## src/rtl/useq_pkg.sv

```systemverilog
package useq_pkg;

    localparam int ADDR_W  = 8;
    localparam int DATA_W  = 8;
    localparam int OPC_W   = 4;
    localparam int OPC_LSB = 4;
    localparam int MAP_SHIFT = ADDR_W - OPC_W;

    typedef logic [ADDR_W-1:0] uaddr_t;
    typedef logic [DATA_W-1:0] bus_t;
    typedef logic [OPC_W-1:0]  opc_t;

    typedef enum logic [1:0] {
        ACT_HOLD = 2'd0,
        ACT_STEP = 2'd1,
        ACT_LOAD = 2'd2
    } seq_act_e;

    typedef struct packed {
        seq_act_e act;
        uaddr_t   start;
    } seq_cmd_t;

    function automatic opc_t opc_field(input bus_t word);
        return word[OPC_LSB +: OPC_W];
    endfunction

    function automatic uaddr_t start_of(input opc_t opc);
        uaddr_t wide;
        wide = uaddr_t'(opc);
        return wide << MAP_SHIFT;
    endfunction

endpackage

```

## src/rtl/useq_edge_det.sv

```systemverilog
module useq_edge_det (
    input  logic clk,
    input  logic rst,
    input  logic lvl,
    output logic rise
);
    logic lvl_q;

    always_ff @(posedge clk) begin
        if (rst) lvl_q <= 1'b0;
        else     lvl_q <= lvl;
    end

    assign rise = lvl & ~lvl_q;

    // a rising edge is never reported in two consecutive cycles
    assert_single_rise_R8: assert property (@(posedge clk) disable iff (rst)
        rise |=> !rise);

endmodule

```

## src/rtl/useq_map.sv

```systemverilog
module useq_map
    import useq_pkg::*;
(
    input  bus_t   word,
    output uaddr_t start
);
    assign start = start_of(opc_field(word));
endmodule

```

## src/rtl/useq_counter.sv

```systemverilog
module useq_counter
    import useq_pkg::*;
(
    input  logic     clk,
    input  logic     rst,
    input  seq_cmd_t cmd,
    output uaddr_t   addr
);
    uaddr_t addr_q;

    always_ff @(posedge clk) begin
        if (rst) begin
            addr_q <= '0;
        end else begin
            unique case (cmd.act)
                ACT_STEP: addr_q <= addr_q + uaddr_t'(1);
                ACT_LOAD: addr_q <= cmd.start;
                default:  addr_q <= addr_q;
            endcase
        end
    end

    assign addr = addr_q;

    assert_reset_zero_R1: assert property (@(posedge clk)
        rst |=> (addr == '0));

    assert_hold_R2: assert property (@(posedge clk) disable iff (rst)
        (cmd.act == ACT_HOLD) |=> $stable(addr));

    // step is modulo the address width
    assert_step_R3: assert property (@(posedge clk) disable iff (rst)
        (cmd.act == ACT_STEP) |=> (addr == uaddr_t'($past(addr) + uaddr_t'(1))));

    assert_load_R5: assert property (@(posedge clk) disable iff (rst)
        (cmd.act == ACT_LOAD) |=> (addr == $past(cmd.start)));

endmodule

```

## src/rtl/useq_addr_seq.sv

```systemverilog
module useq_addr_seq
    import useq_pkg::*;
(
    input  logic              clk,
    input  logic              rst,
    input  logic              ph1,
    input  logic [DATA_W-1:0] bus_data,
    input  logic              end_flag,
    output logic [ADDR_W-1:0] uaddr
);
    logic     ph1_rise;
    uaddr_t   map_start;
    seq_cmd_t cmd;

    useq_edge_det edge_i (
        .clk  (clk),
        .rst  (rst),
        .lvl  (ph1),
        .rise (ph1_rise)
    );

    useq_map map_i (
        .word  (bus_data),
        .start (map_start)
    );

    always_comb begin
        cmd.start = map_start;
        if (!ph1_rise)     cmd.act = ACT_HOLD;
        else if (end_flag) cmd.act = ACT_LOAD;
        else               cmd.act = ACT_STEP;
    end

    useq_counter cnt_i (
        .clk  (clk),
        .rst  (rst),
        .cmd  (cmd),
        .addr (uaddr)
    );

    // a load leaves the low nibble at zero whatever the bus carries
    assert_load_low_zero_R6: assert property (@(posedge clk) disable iff (rst)
        (ph1_rise && end_flag) |=> (uaddr[MAP_SHIFT-1:0] == '0));

    // no Phase 1 edge means no address change
    assert_idle_no_change_R7: assert property (@(posedge clk) disable iff (rst)
        (!ph1 || $past(ph1)) |=> $stable(uaddr));

endmodule

```

## config.mk

```make
export PLATFORM = sky130hd
export DESIGN_NAME = useq_addr_seq
export DESIGN_NICKNAME = d
export VERILOG_FILES = /design/src/rtl/useq_pkg.sv /design/src/rtl/useq_edge_det.sv /design/src/rtl/useq_map.sv /design/src/rtl/useq_counter.sv /design/src/rtl/useq_addr_seq.sv
export SDC_FILE = /design/constraint.sdc
export NUM_CORES = 1
export LEC_CHECK = 0
export BUFFER_PORTS_ARGS = -buffer_cell sky130_fd_sc_hd__buf_2
export CAP_MARGIN = 20
export CORE_AREA = 2 2 39 41
export DETAILED_ROUTE_END_ITERATION = 7
export DIE_AREA = 0 0 41 43
export GPL_ROUTABILITY_DRIVEN = 1
export HOLD_SLACK_MARGIN = 0.05
export PLACE_DENSITY = 0.75
export SLEW_MARGIN = 5
export SYNTH_ARGS = -nofsm -noshare
export SYNTH_HDL_FRONTEND = slang
export SYNTH_SLANG_ARGS = --single-unit
```

## constraint.sdc

```tcl
create_clock -name clk -period 1.6 [get_ports clk]
set_input_delay 0.24 -clock clk [delete_from_list [all_inputs] [get_ports clk]]
set_output_delay 0.24 -clock clk [all_outputs]
set_load 0.02 [all_outputs]
```

## Yosys cells after proc, flatten, opt, wreduce, memory -nomap -nowiden

Index checks and enable logic that the tools add are counted.

| cells by class | value |
|---|---|
| add/sub/neg operators | 1 |
| eq/ne operators | 2 |
| muxes and demuxes | 3 |
| bitwise operators | 2 |
| reduce and logical (&&, ||, !) cells | 1 |

Operators by type and width:

| kind | count |
|---|---|
| $pmux W8 S2 | 1 |
| $add A8 B1 Y8 const B | 1 |
| $mux W2 | 2 |
| $eq A2 B1 Y1 const B | 1 |
| $eq A2 B2 Y1 const B | 1 |
| $reduce_bool A2 Y1 | 1 |
| $and A1 B1 Y1 | 1 |
| $not A1 Y1 | 1 |

| word-level totals | value |
|---|---|
| register bits after elaboration | 9 |
| bits of input ports | 12 |
| logic and storage cells | 11 |

## Logic depth before layout (Yosys ltp)

Gate-level depths: netlist of the first run.

| logic depth | value |
|---|---|
| depth after elaboration | 5 |
| depth in mapped cells | 4 |

## Hierarchy

From an unflattened synthesis of the first run, not the netlist that was laid out.

| second synthesis, totals | value |
|---|---|
| cell total of the unflattened synthesis | 81 |
| area, all modules | 669.4 um^2 |

By module, submodules not included:

| module | times used | cells each | area an instance (um^2) | sequential area each (um^2) |
|---|---|---|---|---|
| useq_counter | 1 | 67 | 541.8 | 160.2 |
| useq_map | 1 | 9 | 63.8 | 0.0 |
| useq_edge_det | 1 | 3 | 47.5 | 20.0 |
| useq_addr_seq | 1 | 2 | 16.3 | 0.0 |

## Worst setup path before layout of the first run

OpenSTA, ideal clock, no wires.

| timing path | value |
|---|---|
| path kind | register -> register |
| start point | register cnt_i.addr_q[0] (netlist: cnt_i.addr[0]) |
| end point | register cnt_i.addr_q[4] (netlist: cnt_i.addr[4]) |
| setup time | 0.074 ns |
| arrival | 1.409 ns |
| data required time | 1.526 ns |
| setup slack | 0.116 ns |
| cell stages (with the launch flop) | 5 |
| buffers on the path | 0 |
| clock period less this slack | 1.484 ns |
| cells stage by stage | dfxtp_1 ha_1 nand3_1 or4_1 a31oi_1 |

| between the ends | value |
|---|---|
| longest elaborated chain between the ends | 2 |

RTL lines:

| element | line | text |
|---|---|---|
| from (decl) | useq_counter.sv:9 | `uaddr_t addr_q;` |
| from (signal assigned) | useq_counter.sv:16 | `ACT_STEP: addr_q <= addr_q + uaddr_t'(1);` |
| from (signal assigned) | useq_counter.sv:17 | `ACT_LOAD: addr_q <= cmd.start;` |
| from (signal assigned) | useq_counter.sv:18 | `default: addr_q <= addr_q;` |
| $add A8 B1 Y8 | useq_counter.sv:16 |  |
| $pmux W8 S2 | useq_counter.sv:15 | `unique case (cmd.act)` |

No other way between the ends.
A chain may end at the register's enable or synchronous reset.

## Worst setup path after layout of the first run

Ends and elaborated chain as after synthesis.

==> results of run 1 <==
final timing paths:
path                            cells past startpoint       endpoint  slack, ns
worst max-delay path                                4  cnt_i.addr[4]       0.24
worst min-delay path                                2   edge_i.lvl_q       0.27
worst max register to register                      4  cnt_i.addr[4]       0.24
worst min register to register                      2  cnt_i.addr[3]       0.55
kinds of logic after synthesis:
group | after synthesis | synth area share
buffers and inverters | 4 | 0.03507
adder cells (fa/ha/maj) | 1 | 0.02506
flip-flops | 9 | 0.3609
AND/OR/NAND/NOR | 26 | 0.3258
AO/OA/AOI/OAI | 17 | 0.2306
multiplexers | 1 | 0.02255
routing by layer:
| layer | vias up | wire length [um] | global-route usage |
|---|---|---|---|
| li1 | 264 | - | - |
| met4 | 0 | 17 | 0.1200 |
| met2 | 14 | 536 | 0.2125 |
| met5 | - | 0 | 0 |
| met3 | 2 | 41 | 0.07853 |
| met1 | 250 | 562 | 0.2115 |
layout make-up:
type,count,area [sq um]
Fill cell,141,762.0
Timing Repair Buffer,17,90.09
Tap cell,16,20.02
Multi-Input combinational cell,45,301.5
Clock buffer,4,26.28
Sequential cell,9,180.2
Inverter,1,3.754
power by group:
group / switching [mW] / leakage [nW] / internal (mW)
Combinational: 0.0434 / 0.152 / 0.0319
Sequential: 0.00829 / 0.0734 / 0.233
Clock: 0.0795 / 0.0150 / 0.0961
flip-flops by register name (all words and copies together), names as in the netlist:
register / count
cnt_i.addr: 8
edge_i.lvl_q: 1
metrics by stage:
step	power [mW]	hold WS [ns]	util	instance area [sq um]	instances
final	0.4923	0.2698	0.4494	621.8	92
after floorplan	0.2934	0.3682	-	499.2	58
after global routing	0.5304	0.2618	0.4494	621.8	92
after detailed placement	0.3212	0.5351	0.4304	595.6	88
after global placement	0.3191	0.5238	0.4304	595.6	88
after CTS	0.5065	0.2465	0.4494	621.8	92
worst max-delay path, delay by kind of cell, from the launching register on:
family	cells	cell delay (ns)
fa+ha+maj	1	0.18
flops	1	0.33
simple gates	2	0.62
compound gates	1	0.16
placed cells by master, fill, tap and decap left out:
cell / instances
buf_2: 15
buf_4: 2
or4_1: 3
mux2_2: 1
or2_2: 1
or3b_1: 1
clkbuf_4: 3
nand2b_4: 1
or4b_1: 1
nor2b_1: 1
and4b_1: 1
or3_1: 2
o21ai_0: 2
ha_1: 1
o211ai_1: 2
o41a_1: 2
nand3b_1: 2
nand4_1: 2
dfxtp_1: 9
o22ai_1: 2
inv_1: 1
nor2_1: 2
a31oi_1: 2
a21oi_1: 5
nand2_1: 6
o311ai_0: 2
nand3_1: 3
clkbuf_1: 1
==> Flow_metrics.wiki, run 1 <==
{| class="wikitable"
! Metric !! Value
|-
| Sort of element at the start of the critical path || register
|-
| Area of the die || 1763 sq um
|-
| Routability Congestion || 0.7740
|-
| Post-synth EDFFs || 0
|-
| Sort of element at the end of the critical path || register
|-
| Fmax achieved || 734.5 MHz
|-
| Library cell used as clock root buffer || clkbuf_4
|-
| Biggest fanout along the worst timing path || 4
|-
| Global-route wire length before repair || 1911 um
|-
| Number of hold violations in the final report || 0
|-
| Antenna-violating nets left || 0
|-
| Initial cell density of the core || 0.3608
|-
| CP Cell Sequence || ha_1 -> nand3_1 -> or4_1 -> a31oi_1
|-
| Number of optimization iterations in the first detailed-route pass || 4
|-
| Least-Margin Pin Slew || 0.3099 ns
|-
| Headroom to the max-slew limit || 0.7908
|-
| Detailed Route Iter0 Violations || 10
|-
| Number of different library cells in the post-synthesis netlist || 26
|-
| Period minus WS final || 1.361 ns
|-
| Drc violations || 0
|-
| IO Count || 20
|-
| Gates resized, CTS repair || 0
|-
| Syn. warnings || 0
|-
| Clock slew at reported path FFs || 0.06 ns
|-
| Maximum clock insertion buffer count || 2
|-
| Total Neg Setup Slack || 0 ns
|-
| Worst vdd ir || 0.4094 mV
|-
| Pre-CTS setup slack || 0.2446 ns
|-
| Clock tree from TritonCTS || yes
|-
| Pin count of the biggest net entering global routing || 18
|-
| Net count after synthesis || 71
|-
| Clock Skews || 0.003802 ns
|-
| # H-tree levels || 1
|-
| Core area || 1384 sq um
|-
| Max-Cap Viols || 0
|-
| Number of nets in the final layout || 90
|-
| Setup Fix Bufs, Post-CTS || 0
|-
| Average wire per standard cell || 12.59 um
|-
| Row cnt || 14
|-
| Total grt overflow || 0
|-
| Chip height || 43 um
|-
| Type of the worst setup path || register to register
|-
| Post-Syn Area per Cell || 8.607 sq um
|-
| Final period util || 0.8509
|-
| Vias per inst || 5.761
|-
| Minimum setup slack in the final design || 0.2386 ns
|-
| Via count of the first global-routing pass || 447
|-
| Clock tree sinks || 9
|-
| HPWL Detailed || 802.1 um
|-
| GR Util All Layers || 0.1675
|-
| Top flip-flop cell by instance count after synthesis || dfxtp_1
|-
| Setup crit start || cnt_i.addr[0]
|-
| Areal power density over the cells || 791.7 nW/um^2
|-
| Slowest cell delay on critical path || 0.44 ns
|-
| Synthesized instance count || 58
|-
| Horizontal die dimension || 41 um
|-
| Most area-hungry cell type in the Yosys netlist || dfxtp_1
|-
| Critical hold path startpoint || ph1
|-
| Diode count || 0
|-
| Clk_lat worst skew || 0.26 ns
|-
| Unrepaired setup endpoints after global routing || false
|-
| Outcome || complete, no violations
|-
| Leakage Power || 0.2408 nW
|-
| Critical Path RT || 1.79 ns
|-
| Biggest area contributors in the synthesized netlist || dfxtp_1 (36%), a21oi_1 (5.0%), nand2_1 (4.5%)
|-
| Total number of vias || 530
|-
| Share of the synthesized area in the top cell type || 0.3609
|-
| Layout overhead on the synthesized area || 24.56%
|-
| Hold Buf Count CTS || 0
|-
| Most repeated cell in the gate-level netlist after synthesis || dfxtp_1
|-
| Final Max Slew Viols || 0
|-
| Setup Viol. Count Final || 0
|-
| Number of buffers inserted during clock tree synthesis || 3
|-
| Hold WC Path Type || input port to register
|-
| Most numerous cell types in the synthesized netlist || dfxtp_1 (9), nand2_1 (6), a21oi_1 (5), nand3_1 (3), or4_1 (3)
|-
| Buffers added on ports || 15
|-
| Post-detailed-routing wire length || 1158 um
|-
| Number of register bits inferred by synthesis || 9
|-
| Worst EP arrival || 1.56 ns
|-
| Layout cells sized above 1 || 0.3026
|-
| Initial antenna violation count || 0
|-
| Part of the Yosys area used for sequential elements || 0.3609
|-
| Netlist area before placement || 499.2 sq um
|-
| R2R Path Start || cnt_i.addr[0]
|-
| Asr flop ratio synth || 0
|-
| Slowest stage cell on the critical path || or4_1
|}
Note: power is estimated with default switching activity, not from simulation.
==> run 2: changes to the inputs <==
--- a/config.mk
+++ b/config.mk
@@ -5,7 +5,7 @@
 export SDC_FILE = /design/constraint.sdc
 export NUM_CORES = 1
 export LEC_CHECK = 0
-export BUFFER_PORTS_ARGS = -buffer_cell sky130_fd_sc_hd__buf_2
+export BUFFER_PORTS_ARGS = -buffer_cell sky130_fd_sc_hd__buf_4
 export CAP_MARGIN = 20
 export CORE_AREA = 2 2 39 41
 export DETAILED_ROUTE_END_ITERATION = 7
==> run 2 against run 1 <==
Compared with the run above: die area stayed put; global-route usage is 0.20 points higher; first-iteration DRC count is 110% higher; count of clock-buffer cells in the layout stayed put; via count is 0.57% higher; clock skew is 0.0034 ns lower; critical path type unchanged; highest routed layer unchanged.
==> Flow_metrics.wiki, run 2 (synthesized netlist as in run 1, its figures left out) <==
{| class="wikitable"
! Metric !! Value
|-
| Outcome || complete, no violations
|-
| IO Count || 20
|-
| Setup Fix Bufs, Post-CTS || 0
|-
| Library cell used as clock root buffer || clkbuf_4
|-
| Leading cell type in the layout, fill and taps excluded || buf_4
|-
| HPWL Detailed || 884.1 um
|-
| Layout overhead on the synthesized area || 32.08%
|-
| Worst vdd ir || 0.5118 mV
|-
| Worst hold slack || 0.2230 ns
|-
| Antenna-violating nets left || 0
|-
| Headroom to the max-slew limit || 0.7924
|-
| Maximum clock insertion buffer count || 2
|-
| Initial cell density of the core || 0.3608
|-
| Total grt overflow || 0
|-
| Share of total power in sequential cells || 0.472
|-
| Commonest non-fill, non-tap cells in the layout || buf_4 (17), dfxtp_1 (9), nand2_1 (6), a21oi_1 (5)
|-
| Drc violations || 0
|-
| Setup Viol. Count Final || 0
|-
| Switching power as a share of total power || 0.2757
|-
| Biggest fanout along the worst timing path || 4
|-
| Number of nets in the final layout || 90
|-
| Sw Pwr || 141.2 uW
|-
| Sort of element at the end of the critical path || register
|-
| Fmax achieved || 718.9 MHz
|-
| Period minus WS final || 1.391 ns
|-
| Layout cells sized above 1 || 0.3026
|-
| Average wire per standard cell || 13.52 um
|-
| Hold WC Path Type || input port to register
|-
| Least-Margin Pin Slew || 0.3075 ns
|-
| Areal power density over the cells || 776.4 nW/um^2
|-
| Int Power || 370.8 uW
|-
| Initial antenna violation count || 0
|-
| Final period util || 0.8694
|-
| Max-Cap Viols || 0
|-
| Flip-flop count of the largest register, all copies and words added || 8
|-
| Number of buffers inserted during clock tree synthesis || 3
|-
| # H-tree levels || 1
|-
| Number of hold violations in the final report || 0
|-
| Minimum setup slack in the final design || 0.2090 ns
|-
| Total Neg Setup Slack || 0 ns
|-
| Chip height || 43 um
|-
| Clock network fraction of design power || 0.361
|-
| Hold Buf Count CTS || 0
|-
| Total number of vias || 533
|-
| Slowest cell delay on critical path || 0.44 ns
|-
| Routability Congestion || 0.7815
|-
| CP Cell Sequence || ha_1 -> nand3_1 -> or4_1 -> a31oi_1
|-
| GR Util All Layers || 0.1695
|-
| Pre-CTS setup slack || 0.2261 ns
|-
| Vias per inst || 5.793
|-
| Clock tree from TritonCTS || yes
|-
| Row cnt || 14
|-
| Via count of the first global-routing pass || 474
|-
| Final Max Slew Viols || 0
|-
| Slowest stage cell on the critical path || or4_1
|-
| Gates resized, CTS repair || 0
|-
| Number of optimization iterations in the first detailed-route pass || 4
|-
| Buffers added on ports || 15
|-
| Detailed Route Iter0 Violations || 21
|-
| Horizontal die dimension || 41 um
|-
| Type of the worst setup path || register to register
|-
| Pin count of the biggest net entering global routing || 18
|-
| Combinational group share of total power || 0.168
|-
| Diode count || 0
|-
| Critical Path RT || 1.80 ns
|-
| Post-Route Utilization || 0.4765
|-
| Clk_lat worst skew || 0.27 ns
|-
| Worst EP arrival || 1.59 ns
|-
| Sort of element at the start of the critical path || register
|-
| Fill count || 135
|-
| Clock Skews || 0.0003633 ns
|-
| Clock tree sinks || 9
|-
| Core area || 1384 sq um
|-
| Post-detailed-routing wire length || 1244 um
|-
| Area of the die || 1763 sq um
|-
| Global-route wire length before repair || 1973 um
|-
| Clock slew at reported path FFs || 0.06 ns
|-
| Unrepaired setup endpoints after global routing || false
|-
| Leakage Power || 0.2467 nW
|}
-- run 2: cell counts in the layout (fill, tap and decap cells not counted) --
Identical to the previous run, type by type.
-- run 2: final timing paths --
path            startpoint       endpoint  slack, ns  cells past startpoint
max          cnt_i.addr[0]  cnt_i.addr[4]       0.21                      4
max reg2reg  cnt_i.addr[0]  cnt_i.addr[4]       0.21                      4
min                    rst  cnt_i.addr[1]       0.22                      2
min reg2reg  cnt_i.addr[3]  cnt_i.addr[3]       0.55                      2
-- run 2: power groups by stage --
| stage | sequential (mW) | clock [mW] | combinational, mW |
|---|---|---|---|
| global route | 0.243 | 0.190 | 0.0943 |
| detailed placement | 0.247 | 0 | 0.0850 |
| CTS | 0.242 | 0.183 | 0.0857 |
| floorplan | 0.256 | 0 | 0.0373 |
| global placement | 0.246 | 0 | 0.0830 |
| finish | 0.241 | 0.185 | 0.0858 |
-- run 2: cell type report --
class	instances	area, sq um	share of cell area
multi-input combinational	45	301.5	0.4573
sequential	9	180.2	0.2732
timing repair buffer	17	127.6	0.1935
clock buffer	4	26.28	0.03985
tap	16	20.02	0.03036
inverter	1	3.754	0.005693
-- run 2: routing by layer --
layer  vias up  GRT usage  wire length, um
li1        264          -                -
met1       250     0.1863              541
met2        17     0.2625              613
met3         2    0.07853               73
met4         0    0.08000               15
met5         -          0                0
-- run 2: worst max-delay path: cells and delay by family, from the launching register on --
| family | cells | cell delay, ns |
|---|---|---|
| compound gates | 1 | 0.19 |
| fa+ha+maj | 1 | 0.19 |
| flops | 1 | 0.33 |
| simple gates | 2 | 0.60 |
-- run 2: through the flow --
step	area (sq um)	instances	power [mW]
after global routing	659.4	92	0.5275
after global placement	633.1	88	0.3291
after CTS	659.4	92	0.5104
after floorplan	499.2	58	0.2934
after detailed placement	633.1	88	0.3317
final	659.4	92	0.5120
